[config.mk]
export PLATFORM = sky130hd
export DESIGN_NAME = txn_set_tracker
export DESIGN_NICKNAME = d
export VERILOG_FILES = /design/src/rtl/txn_pkg.sv /design/src/rtl/txn_line_set.sv /design/src/rtl/txn_conflict.sv /design/src/rtl/txn_ctrl.sv /design/src/rtl/txn_set_tracker.sv
export SDC_FILE = /design/constraint.sdc
export NUM_CORES = 1
export LEC_CHECK = 0
export BUFFER_PORTS_ARGS = -buffer_cell sky130_fd_sc_hd__buf_2
export CAP_MARGIN = 40
export CORE_ASPECT_RATIO = 1.4
export CORE_MARGIN = 4
export CORE_UTILIZATION = 58
export CTS_CLUSTER_SIZE = 40
export DETAILED_ROUTE_END_ITERATION = 6
export GPL_ROUTABILITY_DRIVEN = 1
export PLACE_DENSITY = 0.84
export SLEW_MARGIN = 30
export SYNTH_ARGS = -nofsm -noshare
export SYNTH_HDL_FRONTEND = slang
export SYNTH_SLANG_ARGS = --single-unit
export TNS_END_PERCENT = 20
[constraint.sdc]
create_clock -name clk_i -period 5.7 [get_ports clk_i]
set_input_delay 1.425 -clock clk_i [delete_from_list [all_inputs] [get_ports clk_i]]
set_output_delay 1.425 -clock clk_i [all_outputs]
set_load 0.01 [all_outputs]
[src/rtl/txn_pkg.sv]
package txn_pkg;
  typedef enum logic {
    ST_IDLE   = 1'b0,
    ST_ACTIVE = 1'b1
  } txn_state_e;
endpackage

[src/rtl/txn_line_set.sv]
module txn_line_set #(
  parameter int NUM_LINES = 64,
  parameter int IDX_W     = $clog2(NUM_LINES)
) (
  input  logic                 clk_i,
  input  logic                 rst_ni,
  input  logic                 clr_i,
  input  logic                 set_en_i,
  input  logic [IDX_W-1:0]     idx_i,
  output logic [NUM_LINES-1:0] bits_o,
  output logic [NUM_LINES-1:0] next_o
);
  logic [NUM_LINES-1:0] hit;
  logic [NUM_LINES-1:0] bits_q;

  for (genvar g = 0; g < NUM_LINES; g++) begin : g_dec
    assign hit[g] = set_en_i && (idx_i == IDX_W'(g));
  end

  // set content including this cycle's access
  assign next_o = bits_q | hit;
  assign bits_o = bits_q;

  always_ff @(posedge clk_i or negedge rst_ni) begin
    if (!rst_ni)    bits_q <= '0;
    else if (clr_i) bits_q <= '0;
    else            bits_q <= next_o;
  end
endmodule

[src/rtl/txn_conflict.sv]
module txn_conflict #(
  parameter int NUM_LINES = 64
) (
  input  logic                 remote_valid_i,
  input  logic [NUM_LINES-1:0] remote_wset_i,
  input  logic [NUM_LINES-1:0] rset_i,
  output logic                 conflict_o
);
  assign conflict_o = remote_valid_i && |(remote_wset_i & rset_i);
endmodule

[src/rtl/txn_ctrl.sv]
module txn_ctrl
  import txn_pkg::*;
(
  input  logic clk_i,
  input  logic rst_ni,
  input  logic begin_i,
  input  logic end_i,
  input  logic conflict_i,
  output logic active_o,
  output logic begin_fire_o,
  output logic abort_fire_o,
  output logic commit_fire_o,
  output logic clr_o
);
  txn_state_e state_q, state_d;

  assign active_o      = (state_q == ST_ACTIVE);
  assign begin_fire_o  = (state_q == ST_IDLE) && begin_i;
  assign abort_fire_o  = active_o && conflict_i;
  // abort outranks commit
  assign commit_fire_o = active_o && end_i && !conflict_i;
  assign clr_o         = begin_fire_o || abort_fire_o || commit_fire_o;

  always_comb begin
    state_d = state_q;
    if (begin_fire_o)                       state_d = ST_ACTIVE;
    else if (abort_fire_o || commit_fire_o) state_d = ST_IDLE;
  end

  always_ff @(posedge clk_i or negedge rst_ni) begin
    if (!rst_ni) state_q <= ST_IDLE;
    else         state_q <= state_d;
  end
endmodule

[src/rtl/txn_set_tracker.sv]
module txn_set_tracker #(
  parameter int NUM_LINES = 64,
  localparam int IDX_W    = $clog2(NUM_LINES)
) (
  input  logic                 clk_i,
  input  logic                 rst_ni,
  input  logic                 begin_i,
  input  logic                 end_i,
  input  logic                 rd_valid_i,
  input  logic [IDX_W-1:0]     rd_idx_i,
  input  logic                 wr_valid_i,
  input  logic [IDX_W-1:0]     wr_idx_i,
  input  logic                 remote_valid_i,
  input  logic [NUM_LINES-1:0] remote_wset_i,
  output logic                 active_o,
  output logic                 abort_o,
  output logic [NUM_LINES-1:0] inval_mask_o,
  output logic                 commit_o,
  output logic [NUM_LINES-1:0] commit_wset_o
);
  logic active, begin_fire, abort_fire, commit_fire, clr, conflict;
  logic [NUM_LINES-1:0] rset_q, rset_next, wset_q, wset_next;

  txn_line_set #(.NUM_LINES(NUM_LINES), .IDX_W(IDX_W)) u_rset (
    .clk_i, .rst_ni, .clr_i(clr), .set_en_i(active && rd_valid_i),
    .idx_i(rd_idx_i), .bits_o(rset_q), .next_o(rset_next)
  );

  txn_line_set #(.NUM_LINES(NUM_LINES), .IDX_W(IDX_W)) u_wset (
    .clk_i, .rst_ni, .clr_i(clr), .set_en_i(active && wr_valid_i),
    .idx_i(wr_idx_i), .bits_o(wset_q), .next_o(wset_next)
  );

  // same-cycle read takes part in the check
  txn_conflict #(.NUM_LINES(NUM_LINES)) u_conf (
    .remote_valid_i, .remote_wset_i, .rset_i(rset_next), .conflict_o(conflict)
  );

  txn_ctrl u_ctrl (
    .clk_i, .rst_ni, .begin_i, .end_i, .conflict_i(conflict),
    .active_o(active), .begin_fire_o(begin_fire), .abort_fire_o(abort_fire),
    .commit_fire_o(commit_fire), .clr_o(clr)
  );

  always_ff @(posedge clk_i or negedge rst_ni) begin
    if (!rst_ni) begin
      abort_o       <= 1'b0;
      commit_o      <= 1'b0;
      inval_mask_o  <= '0;
      commit_wset_o <= '0;
    end else begin
      abort_o       <= abort_fire;
      commit_o      <= commit_fire;
      inval_mask_o  <= abort_fire  ? wset_next : '0;
      commit_wset_o <= commit_fire ? wset_next : '0;
    end
  end

  assign active_o = active;

  logic unused_q;
  assign unused_q = begin_fire ^ (|rset_q) ^ (|wset_q);
endmodule

### Word level (Yosys, flattened, before mapping)

Index checks and enable logic that the tools add are counted.

| word-level totals | value |
|---|---|
| output and inout bits | 131 |
| logic and storage cells | 286 |
| bits in registers | 259 |

| cells by class | value |
|---|---|
| bitwise gates (word level) | 4 |
| equal/unequal tests | 126 |
| reduce and logical (&&, ||, !) cells | 143 |
| mux-type cells | 6 |

Operators with widths:

| cell | count |
|---|---|
| 6-bit equality test (second input constant) | 64 |
| 64-bit two-way mux | 4 |
| 6-bit by 5-bit equality test with 1-bit output (second input constant) | 32 |
| 1-bit logical AND | 135 |
| 64-bit bitwise OR | 2 |
| 6-bit by 4-bit equality test with 1-bit output (second input constant) | 16 |
| 64-bit bitwise AND | 1 |
| 64-bit OR reduction | 1 |
| 6-bit by 3-bit equality test with 1-bit output (second input constant) | 8 |
| 6-bit by 2-bit equality test with 1-bit output (second input constant) | 4 |
| 6-bit by 1-bit equality test with 1-bit output (second input constant) | 2 |
| 6-bit zero test | 2 |
| 1-bit logical OR | 3 |
| 1-bit two-way mux | 2 |
| 2-bit nonzero test | 1 |
| 1-bit zero test | 1 |
| 1-bit inverter | 1 |

### Depth between registers and ports, before layout

| logic depth | value |
|---|---|
| depth after elaboration | 11 |
| mapped depth | 14 |

### Hierarchy

Synthesis repeated with hierarchy kept, for this count alone.

| unflattened totals | value |
|---|---|
| cells, all modules | 948 |
| area, all modules | 10,659.0 µm² |

By module, submodules not included:

| module | cells each | area each (µm²) | sequential area each (µm²) | times used |
|---|---|---|---|---|
| txn_line_set | 313 | 3,015.4 | 1,601.5 | 2 |
| txn_set_tracker | 273 | 4,211.5 | 3,253.1 | 1 |
| txn_conflict | 41 | 341.6 | 0.0 | 1 |
| txn_ctrl | 8 | 75.1 | 25.0 | 1 |

### Worst setup path before layout

Ideal clock, no wire load.

| timing | value |
|---|---|
| path kind | input port to flip-flop |
| start | in rd_idx_i[1] |
| end | reg u_wset.bits_q[48] (netlist: u_wset.bits_o[48]) |
| path buffers | 4 |
| arrival time | 3.517 ns |
| slack | 2.112 ns |
| cell stages on the path | 12 |
| setup time | 0.071 ns |
| cells stage by stage | buf_2 > and4bb_2 > a21o_1 > a22o_1 > a221oi_2 > and4_1 > nand4_1 > a221o_1 > buf_6 > buf_6 > buf_12 > nor2_4 |

| on the way | value |
|---|---|
| longest elaborated chain between the ends | 10 |
| elaborated cells on any way between the ends | 138 |
| those cells by class | eq/ne (63); mux (1); bitwise (2); reduce/logical (72) |

RTL lines:

| item | RTL line | RTL |
|---|---|---|
| start: declaration | txn_set_tracker.sv:10 | `input logic [IDX_W-1:0] rd_idx_i,` |
| 6-bit by 1-bit equality test with 1-bit output (tied with other cells) | txn_line_set.sv:17 | `assign hit[g] = set_en_i && (idx_i == IDX_W'(g));` |
| 1-bit logical AND | txn_line_set.sv:17 |  |
| 64-bit bitwise OR (*) | txn_line_set.sv:21 | `assign next_o = bits_q \| hit;` |
| 64-bit bitwise AND (*) | txn_conflict.sv:9 | `assign conflict_o = remote_valid_i && \|(remote_wset_i & rset_i);` |
| 64-bit OR reduction (*) | txn_conflict.sv:9 |  |
| 1-bit logical AND (*) | txn_conflict.sv:9 |  |
| 1-bit logical AND / 1-bit zero test (equally long branches) | txn_ctrl.sv:19, txn_ctrl.sv:21 |  |
| 1-bit logical OR / 1-bit logical AND (equally long branches) | txn_ctrl.sv:22, txn_ctrl.sv:21 |  |
| 1-bit logical OR (*) | txn_ctrl.sv:22 | `assign clr_o = begin_fire_o \|\| abort_fire_o \|\| commit_fire_o;` |
| 64-bit two-way mux (*) | txn_line_set.sv:26 | `else if (clr_i) bits_q <= '0;` |
| end signal: assignment | txn_line_set.sv:27 | `else bits_q <= next_o;` |
| end: declaration | txn_line_set.sv:14 | `logic [NUM_LINES-1:0] bits_q;` |

Every way passes the cells marked *; elsewhere a longest branch is shown, timed or not.
A chain may end at the register's enable or synchronous reset.

### Final worst setup path

| timing | value |
|---|---|
| start | in rd_idx_i[1] |
| end | reg commit_wset_o[45] |

| on the way | value |
|---|---|
| longest elaborated chain between the ends | 9 |
| elaborated cells on any way between the ends | 135 |
| those cells by class | eq/ne (63); mux (1); bitwise (2); reduce/logical (69) |

RTL lines:

| item | RTL line | RTL |
|---|---|---|
| 6-bit by 1-bit equality test with 1-bit output (tied with other cells) | txn_line_set.sv:17 |  |
| 1-bit logical AND | txn_line_set.sv:17 |  |
| 64-bit bitwise OR (*) | txn_line_set.sv:21 |  |
| 64-bit bitwise AND (*) | txn_conflict.sv:9 |  |
| 64-bit OR reduction (*) | txn_conflict.sv:9 |  |
| 1-bit logical AND (*) | txn_conflict.sv:9 |  |
| 1-bit zero test (*) | txn_ctrl.sv:21 | `assign commit_fire_o = active_o && end_i && !conflict_i;` |
| 1-bit logical AND (*) | txn_ctrl.sv:21 |  |
| 64-bit two-way mux (*) | txn_set_tracker.sv:55 | `commit_wset_o <= commit_fire ? wset_next : '0;` |
| end signal: assignment | txn_set_tracker.sv:55 |  |
| end: declaration | txn_set_tracker.sv:19 | `output logic [NUM_LINES-1:0] commit_wset_o` |

Marked as above.

==> summary.txt <==
Worst setup path
  – CP Capture Type: flip-flop
  – CP max FO: 65
  – Arr. time, crit path: ~4.2 ns
  – Worst path required time: between 6 and 7 ns
  – Kind of critical path: in -> reg
  – CP Launch Type: input pin

Global routing
  – Largest net degree at the start of global routing: ~130
  – First-pass GRT wire length: around 37000 microns
  – Global Route Usage Sum: 25.3%
  – Vias in the first global route: 6946
  – Remaining global-route overflow: 0
  – Initial antenna violation count: 0

Pwr
  – Worst VDD drop: roughly 320 uV
  – Pwr Total: between 4 and 5 mW
  – Sequential share of power: between 40% and 50%
  – Comb pwr share: between 10% and 20%
  – Cell-internal power: 3.01 mW
  – P_leak: 6.62 nW
  – Switching portion of total power: a little over a quarter
  – PwrDens: around 350 nW/um^2
  – Psw: 1.14 mW
  – Clock power frac: approximately two fifths

Flow run
  – MaxCap Viol Count: 0

Finish
  – ANT cells: 0
  – Sequential cell area: ~6500 sq um
  – Area of the multi-input gates: 2840 sq um
  – Commonest cells after routing, fill and taps aside: dfrtp_1 (259), buf_2 (214), nor2_1 (183)
  – Synthesis-to-layout area growth: 22.4%
  – Fillers: roughly 1100
  – Commonest non-fill, non-tap cell in the layout: dfrtp_1
  – Final #Nets: 1088
  – Layout cells sized above 1: between 30% and 40%

Clock tree
  – TritonCTS Buffers: 24
  – CTS tree: built
  – Setup bufs post-CTS: 0
  – Clock Latency Late Sink: 0.51 ns
  – Clk pin slew, worst setup/hold paths: 0.07 ns
  – Hold buffers post-CTS: 0
  – Deepest clock path buffer count: 3
  – Clk sinks: 259
  – Cell chosen for the clock root: clkbuf_16
  – PostCTS Resize Cnt: 0
  – CTS H-tree depth: 1

Logic synthesis
  – Post-Synthesis Cells: a little under 800
  – Synthesized area: about 9600 sq um
  – Synthesized flop and latch total: about 260
  – Synth cell types: 34
  – Syn_nets: roughly 870
  – Seq/Total Area, Yosys: ~68%
  – Ys Warns: 0
  – Syn_area_per_cell: around 12 sq um

Drt
  – DRT Pass-1 Iters: 5
  – Final Routed Wirelength: 23600 microns
  – Via/cell ratio: approximately 5.6
  – Avg WL per Cell: just under 20 microns
  – Antenna-violating nets left: 0
  – DRT iter0 DRCs: about 530
  – Routed vias: approximately 6900
  – DRC errors left: 0

Timing
  – Max Slew Vio Count: 0
  – Setup TNS: 0 ns
  – Worst-case clock skew: 0.0189 ns
  – Final hold vios: 0
  – Post-route setup slack: 1.81 ns
  – Least-Margin Pin Slew: between 0.8 and 0.9 ns
  – Minimum clock period: 3.89 ns
  – RSZ-0062 raised after global routing: no
  – Period utilisation layout: 68.2%
  – Max Freq: between 200 and 300 MHz
  – Final setup violation count: 0
  – Slew HR: between 40% and 50%

Die
  – Die width: between 100 and 150 microns
  – Total core area: 16200 sq um
  – Initial Util: about 59%
  – Die area: about 19000 sq um
  – # IOs: roughly 210
  – Die height: approximately 160 microns
  – Num rows: 55

Placement
  – Place WS: 1.27 ns
  – DP Wirelength: between 15000 and 20000 microns
  – Number of port buffers: ~210
  – Final Wtd Congestion: 0.874

Min path
  – HP Class: reg -> reg

Outcome
  – Status: finished clean
-- worst max-delay path, stage by stage --
cell and delay (ns):
buf_2 0.21, nor4bb_1 0.76, a21o_1 0.29, a22o_1 0.15, a221oi_1 0.05, and4_1 0.23
and4_1 0.24, o21ai_4 0.11, buf_4 0.56, nor2_1 0.12
-- cell usage after synthesis --
library cell / count / area, sq um
a21o_1: 64 / 480
nor2_2: 1 / 6.26
a221oi_1: 6 / 52.6
a221oi_2: 2 / 30.0
and2_1: 1 / 6.26
nor4bb_1: 6 / 60.1
a22oi_1: 16 / 120
inv_1: 5 / 18.8
a21oi_1: 64 / 320
and4_1: 6 / 52.6
and4b_4: 1 / 13.8
nor3b_1: 2 / 15.0
and4b_1: 5 / 50.1
dfrtp_1: 259 / 6480
buf_12: 2 / 40.0
nor2_1: 183 / 687
nor2_4: 19 / 214
nor4b_1: 4 / 35.0
nor3_2: 1 / 10.0
buf_4: 2 / 15.0
nor3_1: 8 / 40.0
o21ai_0: 1 / 5.00
buf_1: 1 / 3.75
and4bb_2: 1 / 12.5
a221o_1: 1 / 10.0
nand2_1: 7 / 26.3
buf_6: 8 / 90.1
nand2b_1: 4 / 25.0
a22o_1: 8 / 70.1
nor2b_1: 64 / 400
clkbuf_1: 22 / 82.6
nand4_1: 4 / 25.0
nor4_1: 2 / 12.5
buf_2: 11 / 55.1
-- path summary, 6_finish.rpt --
path / start / end / slack (ns) / cells past startpoint
worst max-delay path: rd_idx_i[1] / commit_wset_o[45] / 1.81 / 10
worst min-delay path: u_wset.bits_o[18] / inval_mask_o[18] / 0.49 / 2
worst max register to register: u_ctrl.active_o / u_rset.bits_o[42] / 2.41 / 9
worst min register to register: u_wset.bits_o[18] / inval_mask_o[18] / 0.49 / 2
max in group asynchronous: rst_ni / u_rset.bits_o[10] / 3.63 / 3
min in group asynchronous: rst_ni / commit_wset_o[60] / 0.78 / 1
-- kinds of logic (layout without fill, tap and decap cells) --
family          after synthesis  after routing  share of synthesized area, %
flops                       259            259                          67.7
simple gates                319            319                          17.7
buf+inv                      51            283                          3.19
compound gates              162            162                          11.4
-- layout make-up --
| cell class | instances | share of cell area, % |
|---|---|---|
| clock buffers | 30 | 5.93 |
| clock inverters | 14 | 1.44 |
| inverters | 5 | 0.160 |
| multi-input cells | 481 | 24.2 |
| flip-flops and latches | 259 | 55.3 |
| well taps | 199 | 2.13 |
| repair buffers | 234 | 10.8 |
-- through the flow --
step / hold slack, ns / util (%) / area [sq um] / instances
after global placement: 0.470 / 66.5 / 10800 / 1169
final: 0.490 / 72.4 / 11700 / 1222
after global routing: 0.523 / 72.4 / 11700 / 1222
after CTS: 0.495 / 72.1 / 11700 / 1219
after floorplan: 0.460 / - / 9570 / 791
after detailed placement: 0.482 / 66.8 / 10800 / 1175
-- state kept, by name, summed over array words and instances (netlist names) --
signal and count:
commit_wset_o 64, inval_mask_o 64, u_rset.bits_o 64, u_wset.bits_o 64, abort_o 1, commit_o 1, u_ctrl.active_o 1
-- per-layer routing --
metal | GRT usage [%] | part of all wire (%) | vias to the layer above
met1 | 29.9 | 36 | 3408
met2 | 45.4 | 53 | 335
met3 | 4.55 | 7.8 | 60
met5 | 0 | 0 | -
li1 | - | - | 3069
met4 | 9.18 | 3.4 | 0
-- power by group through the flow --
| stage | clock network (mW) | logic, mW | registers, mW |
|---|---|---|---|
| 5_1_grt | 1.80 | 0.612 | 1.88 |
| 4_1_cts | 1.71 | 0.563 | 1.88 |
| 3_3_place_gp | 0 | 0.551 | 1.91 |
| 2_1_floorplan | 0 | 0.390 | 1.91 |
| 6_report | 1.70 | 0.565 | 1.88 |
| 3_5_place_dp | 0 | 0.561 | 1.91 |
No activity file was read; power rests on OpenSTA's default activity.
